`config.mk`:
```
export PLATFORM = sky130hd
export DESIGN_NAME = xlt_cmd_engine
export DESIGN_NICKNAME = d
export VERILOG_FILES = /design/src/rtl/xlt_pkg.sv /design/src/rtl/xlt_be_swap.sv /design/src/rtl/xlt_page_calc.sv /design/src/rtl/xlt_arg_check.sv /design/src/rtl/xlt_cmd_engine.sv
export SDC_FILE = /design/constraint.sdc
export NUM_CORES = 1
export LEC_CHECK = 0
export BUFFER_PORTS_ARGS = -buffer_cell sky130_fd_sc_hd__buf_2
export CAP_MARGIN = 20
export CORE_AREA = 2 2 272 274
export CTS_CLUSTER_SIZE = 8
export DETAILED_ROUTE_END_ITERATION = 7
export DIE_AREA = 0 0 274 276
export SETUP_SLACK_MARGIN = 0.3
export SYNTH_ARGS = -nofsm -noshare
export SYNTH_HDL_FRONTEND = slang
export SYNTH_SLANG_ARGS = --single-unit
```
`constraint.sdc`:
```
create_clock -name clk -period 11.2 [get_ports clk]
set_input_delay 2.24 -clock clk [delete_from_list [all_inputs] [get_ports clk]]
set_output_delay 2.24 -clock clk [all_outputs]
set_load 0.005 [all_outputs]
```
`src/rtl/xlt_pkg.sv`:
```
package xlt_pkg;
    typedef enum logic [1:0] {
        OP_PUT  = 2'd0,
        OP_GET  = 2'd1,
        OP_FILL = 2'd2,
        OP_LIST = 2'd3
    } op_e;

    typedef enum logic [1:0] {
        PERM_NONE = 2'd0,
        PERM_RO   = 2'd1,
        PERM_WO   = 2'd2,
        PERM_RW   = 2'd3
    } perm_e;

    typedef enum logic [2:0] {
        ST_IDLE,
        ST_STEP,
        ST_GETW,
        ST_MWAIT,
        ST_DONE
    } st_e;
endpackage

```
`src/rtl/xlt_be_swap.sv`:
```
module xlt_be_swap #(
    parameter int BYTES = 8
) (
    input  logic [8*BYTES-1:0] din,
    output logic [8*BYTES-1:0] dout
);
    for (genvar b = 0; b < BYTES; b++) begin : g_byte
        assign dout[8*b +: 8] = din[8*(BYTES-1-b) +: 8];
    end
endmodule

```
`src/rtl/xlt_page_calc.sv`:
```
module xlt_page_calc
    import xlt_pkg::*;
#(
    parameter int ADDR_W  = 32,
    parameter int ENT_W   = 64,
    parameter int SHIFT_W = 5,
    parameter int TBL_AW  = 4
) (
    input  logic [ADDR_W-1:0]  page_addr,
    input  logic [ADDR_W-1:0]  bus_off,
    input  logic [SHIFT_W-1:0] shift,
    input  logic [TBL_AW:0]    nentries,
    input  logic [ENT_W-1:0]   entry,
    output logic [ADDR_W-1:0]  amask,
    output logic [ADDR_W-1:0]  psize,
    output logic [TBL_AW-1:0]  idx,
    output logic               in_range,
    output logic [ADDR_W-1:0]  iova,
    output logic [ENT_W-1:0]   target,
    output perm_e              perm
);
    logic [ADDR_W-1:0] diff;
    logic [ADDR_W-1:0] idx_full;
    logic [ENT_W-1:0]  emask;

    always_comb begin
        psize    = ADDR_W'(1) << shift;
        amask    = ~(psize - ADDR_W'(1));
        emask    = ~((ENT_W'(1) << shift) - ENT_W'(1));
        diff     = page_addr - bus_off;
        idx_full = diff >> shift;
        in_range = idx_full < ADDR_W'(nentries);
        idx      = idx_full[TBL_AW-1:0];
        iova     = diff & amask;
        target   = entry & emask;
        perm     = perm_e'(entry[1:0]);
    end
endmodule

```
`src/rtl/xlt_arg_check.sv`:
```
module xlt_arg_check
    import xlt_pkg::*;
#(
    parameter int ENT_W      = 64,
    parameter int CNT_W      = 16,
    parameter int TBL_AW     = 4,
    parameter int LIST_MAX   = 512,
    parameter int LIST_ALIGN = 12
) (
    input  op_e              op,
    input  logic [63:0]      tid,
    input  logic [31:0]      cfg_tid,
    input  logic [CNT_W-1:0] npages,
    input  logic [ENT_W-1:0] list_addr,
    input  logic [TBL_AW:0]  nentries,
    output logic             reject
);
    localparam logic [CNT_W-1:0] LIST_MAX_C = CNT_W'(LIST_MAX);

    logic tid_bad;
    logic cnt_zero;

    always_comb begin
        tid_bad  = (tid[63:32] != 32'd0) || (tid[31:0] != cfg_tid);
        cnt_zero = (npages == '0);
        reject   = tid_bad;
        case (op)
            OP_FILL: reject = tid_bad || cnt_zero
                              || (npages > CNT_W'(nentries));
            OP_LIST: reject = tid_bad || cnt_zero || (npages > LIST_MAX_C)
                              || (list_addr[LIST_ALIGN-1:0] != '0);
            default: reject = tid_bad;
        endcase
    end
endmodule

```
`src/rtl/xlt_cmd_engine.sv`:
```
module xlt_cmd_engine
    import xlt_pkg::*;
#(
    parameter int ADDR_W     = 32,
    parameter int ENT_W      = 64,
    parameter int SHIFT_W    = 5,
    parameter int TBL_AW     = 4,
    parameter int CNT_W      = 16,
    parameter int LIST_MAX   = 512,
    parameter int LIST_ALIGN = 12
) (
    input  logic               clk,
    input  logic               rst_n,
    input  logic [31:0]        cfg_tid,
    input  logic [ADDR_W-1:0]  cfg_bus_off,
    input  logic [SHIFT_W-1:0] cfg_page_shift,
    input  logic [TBL_AW:0]    cfg_nentries,
    input  logic               cmd_valid,
    input  logic [1:0]         cmd_op,
    input  logic [63:0]        cmd_tid,
    input  logic [ADDR_W-1:0]  cmd_addr,
    input  logic [ENT_W-1:0]   cmd_value,
    input  logic [CNT_W-1:0]   cmd_npages,
    output logic               busy,
    output logic               done,
    output logic               status_err,
    output logic [ENT_W-1:0]   get_value,
    output logic               tbl_we,
    output logic [TBL_AW-1:0]  tbl_waddr,
    output logic [ENT_W-1:0]   tbl_wdata,
    output logic               tbl_re,
    output logic [TBL_AW-1:0]  tbl_raddr,
    input  logic [ENT_W-1:0]   tbl_rdata,
    output logic               mem_rd_req,
    output logic [ENT_W-1:0]   mem_rd_addr,
    input  logic               mem_rd_vld,
    input  logic [ENT_W-1:0]   mem_rd_data,
    output logic               note_vld,
    output logic [ADDR_W-1:0]  note_iova,
    output logic [ENT_W-1:0]   note_target,
    output logic [1:0]         note_perm
);
    localparam int WORD_BYTES = ENT_W / 8;

    typedef struct packed {
        st_e               st;
        op_e               op;
        logic [ADDR_W-1:0] addr;
        logic [ENT_W-1:0]  val;
        logic [CNT_W-1:0]  remain;
        logic              err;
        logic [ENT_W-1:0]  res;
    } regs_t;

    regs_t q, d;

    logic [ENT_W-1:0]  list_word;
    logic [ENT_W-1:0]  entry_now;
    logic [ADDR_W-1:0] amask, psize, iova;
    logic [TBL_AW-1:0] idx;
    logic              in_range;
    logic [ENT_W-1:0]  target;
    perm_e             perm;
    logic              reject;

    xlt_be_swap #(.BYTES(WORD_BYTES)) u_swap (
        .din  (mem_rd_data),
        .dout (list_word)
    );

    assign entry_now = (q.st == ST_MWAIT) ? list_word : q.val;

    xlt_page_calc #(
        .ADDR_W(ADDR_W), .ENT_W(ENT_W), .SHIFT_W(SHIFT_W), .TBL_AW(TBL_AW)
    ) u_page (
        .page_addr (q.addr),
        .bus_off   (cfg_bus_off),
        .shift     (cfg_page_shift),
        .nentries  (cfg_nentries),
        .entry     (entry_now),
        .amask     (amask),
        .psize     (psize),
        .idx       (idx),
        .in_range  (in_range),
        .iova      (iova),
        .target    (target),
        .perm      (perm)
    );

    xlt_arg_check #(
        .ENT_W(ENT_W), .CNT_W(CNT_W), .TBL_AW(TBL_AW),
        .LIST_MAX(LIST_MAX), .LIST_ALIGN(LIST_ALIGN)
    ) u_args (
        .op        (op_e'(cmd_op)),
        .tid       (cmd_tid),
        .cfg_tid   (cfg_tid),
        .npages    (cmd_npages),
        .list_addr (cmd_value),
        .nentries  (cfg_nentries),
        .reject    (reject)
    );

    always_comb begin
        d          = q;
        tbl_we     = 1'b0;
        tbl_re     = 1'b0;
        mem_rd_req = 1'b0;
        done       = 1'b0;
        case (q.st)
            ST_IDLE: begin
                if (cmd_valid) begin
                    d.op     = op_e'(cmd_op);
                    d.addr   = cmd_addr & amask;
                    d.val    = cmd_value;
                    d.remain = (op_e'(cmd_op) == OP_PUT || op_e'(cmd_op) == OP_GET)
                               ? CNT_W'(1) : cmd_npages;
                    d.err    = reject;
                    d.st     = reject ? ST_DONE : ST_STEP;
                end
            end
            ST_STEP: begin
                if (!in_range) begin
                    d.err = 1'b1;
                    d.st  = ST_DONE;
                end else begin
                    case (q.op)
                        OP_GET: begin
                            tbl_re = 1'b1;
                            d.st   = ST_GETW;
                        end
                        OP_LIST: begin
                            mem_rd_req = 1'b1;
                            d.st       = ST_MWAIT;
                        end
                        default: begin
                            tbl_we   = 1'b1;
                            d.addr   = q.addr + psize;
                            d.remain = q.remain - CNT_W'(1);
                            d.st     = (q.remain == CNT_W'(1)) ? ST_DONE : ST_STEP;
                        end
                    endcase
                end
            end
            ST_GETW: begin
                d.res = tbl_rdata;
                d.st  = ST_DONE;
            end
            ST_MWAIT: begin
                if (mem_rd_vld) begin
                    tbl_we   = 1'b1;
                    d.addr   = q.addr + psize;
                    d.val    = q.val + ENT_W'(WORD_BYTES);
                    d.remain = q.remain - CNT_W'(1);
                    d.st     = (q.remain == CNT_W'(1)) ? ST_DONE : ST_STEP;
                end
            end
            ST_DONE: begin
                done = 1'b1;
                d.st = ST_IDLE;
            end
            default: d.st = ST_IDLE;
        endcase
    end

    always_ff @(posedge clk or negedge rst_n) begin
        if (!rst_n) begin
            q <= '{st: ST_IDLE, op: OP_PUT, default: '0};
        end else begin
            q <= d;
        end
    end

    assign busy        = (q.st != ST_IDLE);
    assign status_err  = q.err;
    assign get_value   = q.res;
    assign tbl_waddr   = idx;
    assign tbl_wdata   = entry_now;
    assign tbl_raddr   = idx;
    assign mem_rd_addr = q.val;
    assign note_vld    = tbl_we;
    assign note_iova   = iova;
    assign note_target = target;
    assign note_perm   = perm;
endmodule

```
==> flow_summary.yaml, run 1 <==
timing:
  rsz0062_at_grt: "no"
  fmax_mhz: 93.97
  min_period_ns: 10.64
  finalSetupViolations: 0
  slew_headroom_pct: 35.18
  final.period_utilization_pct: 95.01
  tightest_slew_ns: 0.9723
  fin_tns_setup_ns: 0
  hold_viol_final: 0
  fin_skew_ns: 0.01765
  final_max_slew_viol_count: 0
  holdWs_ns: 0.4964
grt:
  grt_max_degree: 95
  grt_pass1_vias: 20551
  grt_antenna_before_repair: 22
  grt_pass1_wl_mm: 143.2
  grt_usage_pct: 25.75
  grt_overflow: 0
cells_and_area:
  final_cell_area_sq_um: 23050
  final_common_cell: "buf_2"
  area_growth_pct: 21.34
  layout_common_cells: "buf_2, nand2_1, a21oi_1, nor2_1, o21ai_0"
  nNetsFinal: 3501
  drive_above_1_share_pct: 29.73
placement:
  portBuffers: 688
  dp_hpwl_mm: 83.06
  place_congestion: 0.9801
  dpl_cell_area_sq_um: 22450
worst_setup_path:
  cpPeakStageDelay_ns: 0.50
  path_class: "in2out"
  critical_path.top_delay_family: "compound AO/OA/AOI/OAI gates"
  startpoint_type: "input pin"
  critical_path_buf_inv_count: 4
  slowest_stage: "a221oi_2"
  ff2ff_setup_slack_ns: 4.01
  crit_chain: "buf_2, inv_1, ha_1, a21oi_1, o21ai_0, a22oi_1, nand3_2, o31ai_4, xnor2_2, a221oi_2, nor2_1, a22oi_1, o21ai_0, ha_1, o21a_1, o21a_1, o21a_1, a22oi_1, or2_2, and2_1, nand2_1, o32ai_1, buf_4, buf_2"
  required_ns: 8.96
  crit_path_end_kind: "primary output"
  worstPathMaxFanout: 11
  cp.arrival_ns: 8.40
clocking:
  cts.sinks: 182
  postCtsSetupBuffers: 0
  cts_buffers: 17
  insertion_delay_ns: 0.49
  cts_root_buf: "clkbuf_16"
  cts_max_level: 4
  cts.clk_slew.worst_paths_ns: 0.08
  cts_tree: "yes"
  clockBufferDepth: 2
yosys:
  synth_top_cell_by_area: "dfrtp_1"
  synth_nets: 3028
  syn-instance-count: 2565
  synth_sequential_area_ratio_pct: 23.97
  async_reset_ff_share_pct: 100.0
  yosys_register_bits: 182
  synth_edf_count: 0
  ys_types: 93
  ys_warn_count: 0
  synth_area_per_cell_sq_um: 7.408
  synthFlopType: "dfrtp_1"
  synth_top_area_share_pct: 23.97
  synth_area_sq_um: 19000
  synth_area_leaders: "dfrtp_1, nand2_1, a21oi_1"
routing:
  drtIter0Drc: 2487
  drcViolationCount: 0
  drt-total-wl_mm: 101.2
  drt_pass1_iterations: 6
  postRouteAntennaNets: 0
  vias_per_cell: 5.504
  wl_per_cell_um: 25.16
  vias: 22143
flow_run:
  maxCapViolCount: 0
power:
  p_int_mw: 1.414
  switching_share_pct: 43.05
  p_switching_mw: 1.069
  peakVddDrop_mv: 0.07582
  clkPwrFrac_pct: 25.0
  power_frac_seq_pct: 32.4
  totalPowerFinal_mw: 2.484
  pwr-share-comb_pct: 42.6
  power_density_nw_per_um2: 107.7
  power_leakage_nw: 11.11
hold_path:
  worstHoldPathType: "reg2reg"
die:
  start_util_pct: 26.18
  die_h_um: 276
  pin_count: 689
  core-area_sq_um: 72590
  die-width_um: 274
  rows: 99
  dieArea_sq_um: 75620
status:
  outcome: "finished, final reports clean"
synthesized netlist by cell type, types with 9 or more instances:
| library cell | instances |
|---|---|
| o31ai_1 | 13 |
| nand4_1 | 40 |
| o211ai_1 | 21 |
| clkbuf_1 | 111 |
| a22oi_1 | 15 |
| nor2_1 | 201 |
| dfrtp_1 | 182 |
| inv_1 | 86 |
| or2_2 | 14 |
| a31oi_1 | 27 |
| o22ai_1 | 31 |
| nand2_1 | 385 |
| o2bb2ai_1 | 20 |
| nand2b_1 | 15 |
| a21oi_1 | 254 |
| o21ai_0 | 188 |
| a21o_1 | 24 |
| or4_1 | 9 |
| ha_1 | 77 |
| buf_1 | 19 |
| nor4_1 | 40 |
| nor3_1 | 59 |
| o21a_1 | 17 |
| mux2_2 | 70 |
| nand3_1 | 71 |
| xor2_1 | 36 |
| a211oi_1 | 27 |
| mux2_4 | 19 |
| xnor2_1 | 47 |
| a211o_1 | 12 |
| or3_1 | 24 |
| mux2i_1 | 22 |
| buf_2 | 11 |
| and2_1 | 42 |
| and3_1 | 19 |
| buf_4 | 136 |
| o21bai_1 | 9 |
| nor2b_1 | 16 |
stage by stage:
step / worst slack (ns) / utilization [%] / cells
2_1_floorplan: 2.058 / - / 2565
3_3_place_gp: 0.7842 / 30.93 / 3978
3_5_place_dp: 0.6643 / 30.93 / 3978
4_1_cts: 0.6143 / 31.71 / 4010
5_1_grt: 0.3116 / 31.75 / 4020
6_report: 0.5584 / 31.76 / 4023
worst register-to-register path: stages, from the launching register on:
cell and delay [ns]:
dfrtp_1 0.47, ha_1 0.47, a21oi_1 0.39, o21ai_0 0.35
a22oi_1 0.47, nand3_2 0.28, o31ai_4 0.36, xnor2_2 0.23
a221oi_2 0.51, nor2_1 0.13, a22oi_1 0.28, o21ai_0 0.22
ha_1 0.35, o21a_1 0.20, o21a_1 0.17, o21a_1 0.16
a22oi_1 0.20, o21ai_0 0.11, and4bb_1 0.83, nor2_4 0.06
buf_4 0.40, mux2_1 0.46
kinds of logic (layout without fill, tap and decap cells):
family,after synthesis,in the layout,share of synthesized area (%)
xor+xnor,84,84,3.911
compound gates,762,762,25.09
buf+inv,369,855,10.21
simple gates,964,964,23.59
flops,182,182,23.97
other cells,0,13,0
fa+ha+maj,79,79,5.281
mux,125,125,7.948
power groups by stage:
stage               clock, mW  sequential [mW]  combinational (mW)
floorplan                   0            0.777               0.626
global placement            0            0.813                1.04
detailed placement          0            0.814                1.04
CTS                     0.636            0.802                1.04
global route            0.661            0.812                1.14
finish                  0.622            0.804                1.06
routing by layer:
| metal | up-vias | track usage (%) | routed length (um) |
|---|---|---|---|
| met1 | 10565 | 34.28 | 41870 |
| met3 | 165 | 5.498 | 9657 |
| li1 | 10100 | - | - |
| met2 | 1305 | 39.07 | 44200 |
| met5 | - | 0 | 44 |
| met4 | 8 | 13.03 | 5453 |
state kept, by name, summed over array words and instances, names as in the netlist:
| register | count |
|---|---|
| get_value | 64 |
| mem_rd_addr | 64 |
| q | 53 |
| status_err | 1 |
layout make-up:
class | instances | area, sq um
diodes | 13 | 32.53
clock buffers | 18 | 439.2
clock inverters | 14 | 128.9
fillers | 7991 | 49530
inverters | 88 | 330.3
multi-input cells | 2014 | 12550
flip-flops and latches | 182 | 4554
well taps | 959 | 1200
repair buffers | 735 | 3817
path summary, 6_finish.rpt:
check,depth (start not counted),start,endpoint
worst max-delay path,24,cfg_bus_off[10],note_vld
worst min-delay path,1,q[70],q[70]
worst max register to register,21,q[155],q[172]
worst min register to register,1,q[70],q[70]
max in group asynchronous,2,rst_n,q[75]
min in group asynchronous,1,rst_n,get_value[40]
what timing repair did:
item / 4_1_cts / 5_1_grt
gates resized for setup: 0 / 1
hold buffers: 0 / 0
endpoints found under the setup margin: 0 / 2
Power figures use the tool's default switching activity.
==> run 2, diff against run 1 <==
CORE_AREA = 2 2 266 268   (was 2 2 272 274)
CTS_CLUSTER_DIAMETER = 80   (was unset)
DIE_AREA = 0 0 268 270   (was 0 0 274 276)
SETUP_SLACK_MARGIN = 0.05   (was 0.3)
==> run 2 against run 1 <==
  * Count of clock-buffer cells in the layout is the same
  * Largest power group unchanged
  * Final cell count decreased by 0.65%
  * Clock power up 6.4%
  * Clock skew increased by 0.0017 ns
  * First-iteration DRC count fell by 6.7%
  * Register-to-register slack got worse by 0.08 ns
  * Largest cell class unchanged
  * Critical endpoint is now tbl_we
  * Power rose by 2.1%
  * Via count decreased by 1.3%
  * Maximum frequency grew 0.30%
  * Sequential cell count unchanged
==> flow_summary.yaml, run 2 (synthesized netlist as in run 1, its figures left out) <==
status:
  outcome: "finished, final reports clean"
power:
  power_density_nw_per_um2: 109.9
  p_switching_mw: 1.108
  clkPwrFrac_pct: 26.1
  power_leakage_nw: 11.14
  switching_share_pct: 43.70
  pwr-share-comb_pct: 42.1
  peakVddDrop_mv: 0.07989
  power_frac_seq_pct: 31.8
  p_int_mw: 1.428
worst_setup_path:
  startpoint_type: "input pin"
  path_class: "in2out"
  worstPathMaxFanout: 11
  cp.arrival_ns: 8.37
  crit_path_end_kind: "primary output"
  required_ns: 8.96
  reg2regPathDepth: 21
die:
  start_util_pct: 27.32
  rows: 97
  pin_count: 689
  dieArea_sq_um: 72360
  die-width_um: 268
  core-area_sq_um: 69540
  die_h_um: 270
cells_and_area:
  area_growth_pct: 21.45
  nFillCells: 7588
  layout_common_cells: "buf_2, nand2_1, a21oi_1, nor2_1, o21ai_0"
  nNetsFinal: 3502
  drive_above_1_share_pct: 29.75
  final_common_cell: "buf_2"
clocking:
  cts.sinks: 182
  cts_max_level: 4
  cts_buffers: 17
  cts_root_buf: "clkbuf_16"
  insertion_delay_ns: 0.50
  cts_tree: "yes"
  post_cts_resized: 0
  cts.clk_slew.worst_paths_ns: 0.09
  holdBufCountCts: 0
  postCtsSetupBuffers: 0
  clockBufferDepth: 2
placement:
  dp_hpwl_mm: 83.30
  place_congestion: 1.009
  portBuffers: 688
timing:
  hold_viol_final: 0
  fmax_mhz: 94.25
  tightest_slew_ns: 1.076
  holdWs_ns: 0.4979
  fin_skew_ns: 0.01938
  final.period_utilization_pct: 94.73
  slew_headroom_pct: 28.24
  final_max_slew_viol_count: 0
  finalSetupViolations: 0
  min_period_ns: 10.61
  rsz0062_at_grt: "no"
  fin_tns_setup_ns: 0
routing:
  drt-total-wl_mm: 102.1
  drt_pass1_iterations: 7
  postRouteAntennaNets: 0
  vias_per_cell: 5.468
  drcViolationCount: 0
  drtIter0Drc: 2321
  vias: 21855
  wl_per_cell_um: 25.53
grt:
  grt_pass1_wl_mm: 142.3
  grt_max_degree: 81
  grt_usage_pct: 27.19
  grt_antenna_before_repair: 18
  grt_overflow: 0
  grt_pass1_vias: 20123
hold_path:
  worstHoldPathType: "reg2reg"
  holdPathStages: 1
flow_run:
  maxCapViolCount: 0
==> run 2: power by group through the flow <==
stage	sequential [mW]	combinational, mW	clock [mW]
detailed placement	0.816	1.05	0
floorplan	0.777	0.626	0
global route	0.815	1.15	0.702
global placement	0.815	1.05	0
CTS	0.804	1.05	0.681
finish	0.807	1.07	0.662
==> run 2: layer usage <==
metal  track usage (%)  vias to the layer above  part of all wire [%]
met5                 0                        -                  0.13
met3             10.96                      166                    12
met4             9.365                       20                   3.4
met1             33.31                    10343                    39
li1                  -                    10090                     -
met2             42.96                     1236                    45
==> run 2: stage by stage <==
stage | instance area [sq um] | cells | setup WS, ns | power, mW | util, %
final | 23080 | 3997 | 0.5902 | 2.536 | 33.18
after global routing | 23070 | 3995 | 0.1544 | 2.662 | 33.18
after CTS | 23060 | 3992 | 0.7018 | 2.537 | 33.16
after detailed placement | 22440 | 3960 | 0.7479 | 1.863 | 32.27
after global placement | 22440 | 3960 | 0.8598 | 1.867 | 32.27
after floorplan | 19000 | 2565 | 2.058 | 1.403 | -
==> run 2: worst paths after layout <==
kind	startpoint	to	slack [ns]
min in group asynchronous	rst_n	get_value[49]	1.75
worst max register to register	q[155]	q[174]	3.93
worst min register to register	q[79]	q[79]	0.50
worst min-delay path	q[79]	q[79]	0.50
worst max-delay path	cfg_bus_off[10]	tbl_we	0.59
max in group asynchronous	rst_n	q[74]	8.10
==> run 2: area by class of cell <==
cell class	count	area (sq um)	area share [%]
tap	940	1176	5.097
inverter	88	330.3	1.431
sequential	182	4554	19.74
clock inverter	14	180.2	0.7808
timing repair buffer	736	3825	16.58
multi-input combinational	2014	12560	54.42
clock buffer	18	439.2	1.903
antenna	5	12.51	0.05422
==> run 2: worst max-delay path, stage by stage <==
cell and delay (ns):
buf_2 0.08, inv_1 0.03, ha_1 0.43, a21oi_1 0.38, o21ai_0 0.38, a22oi_1 0.46
nand3_2 0.26, o31ai_4 0.35, xnor2_2 0.23, a221oi_1 0.57, nor2_1 0.13, a22oi_1 0.30
o21ai_0 0.20, ha_1 0.31, o21a_1 0.19, o21a_1 0.16, o21a_1 0.16, a22oi_1 0.20
or2_2 0.15, and2_1 0.24, nand2_1 0.20, o32ai_1 0.40, buf_4 0.20, buf_2 0.11
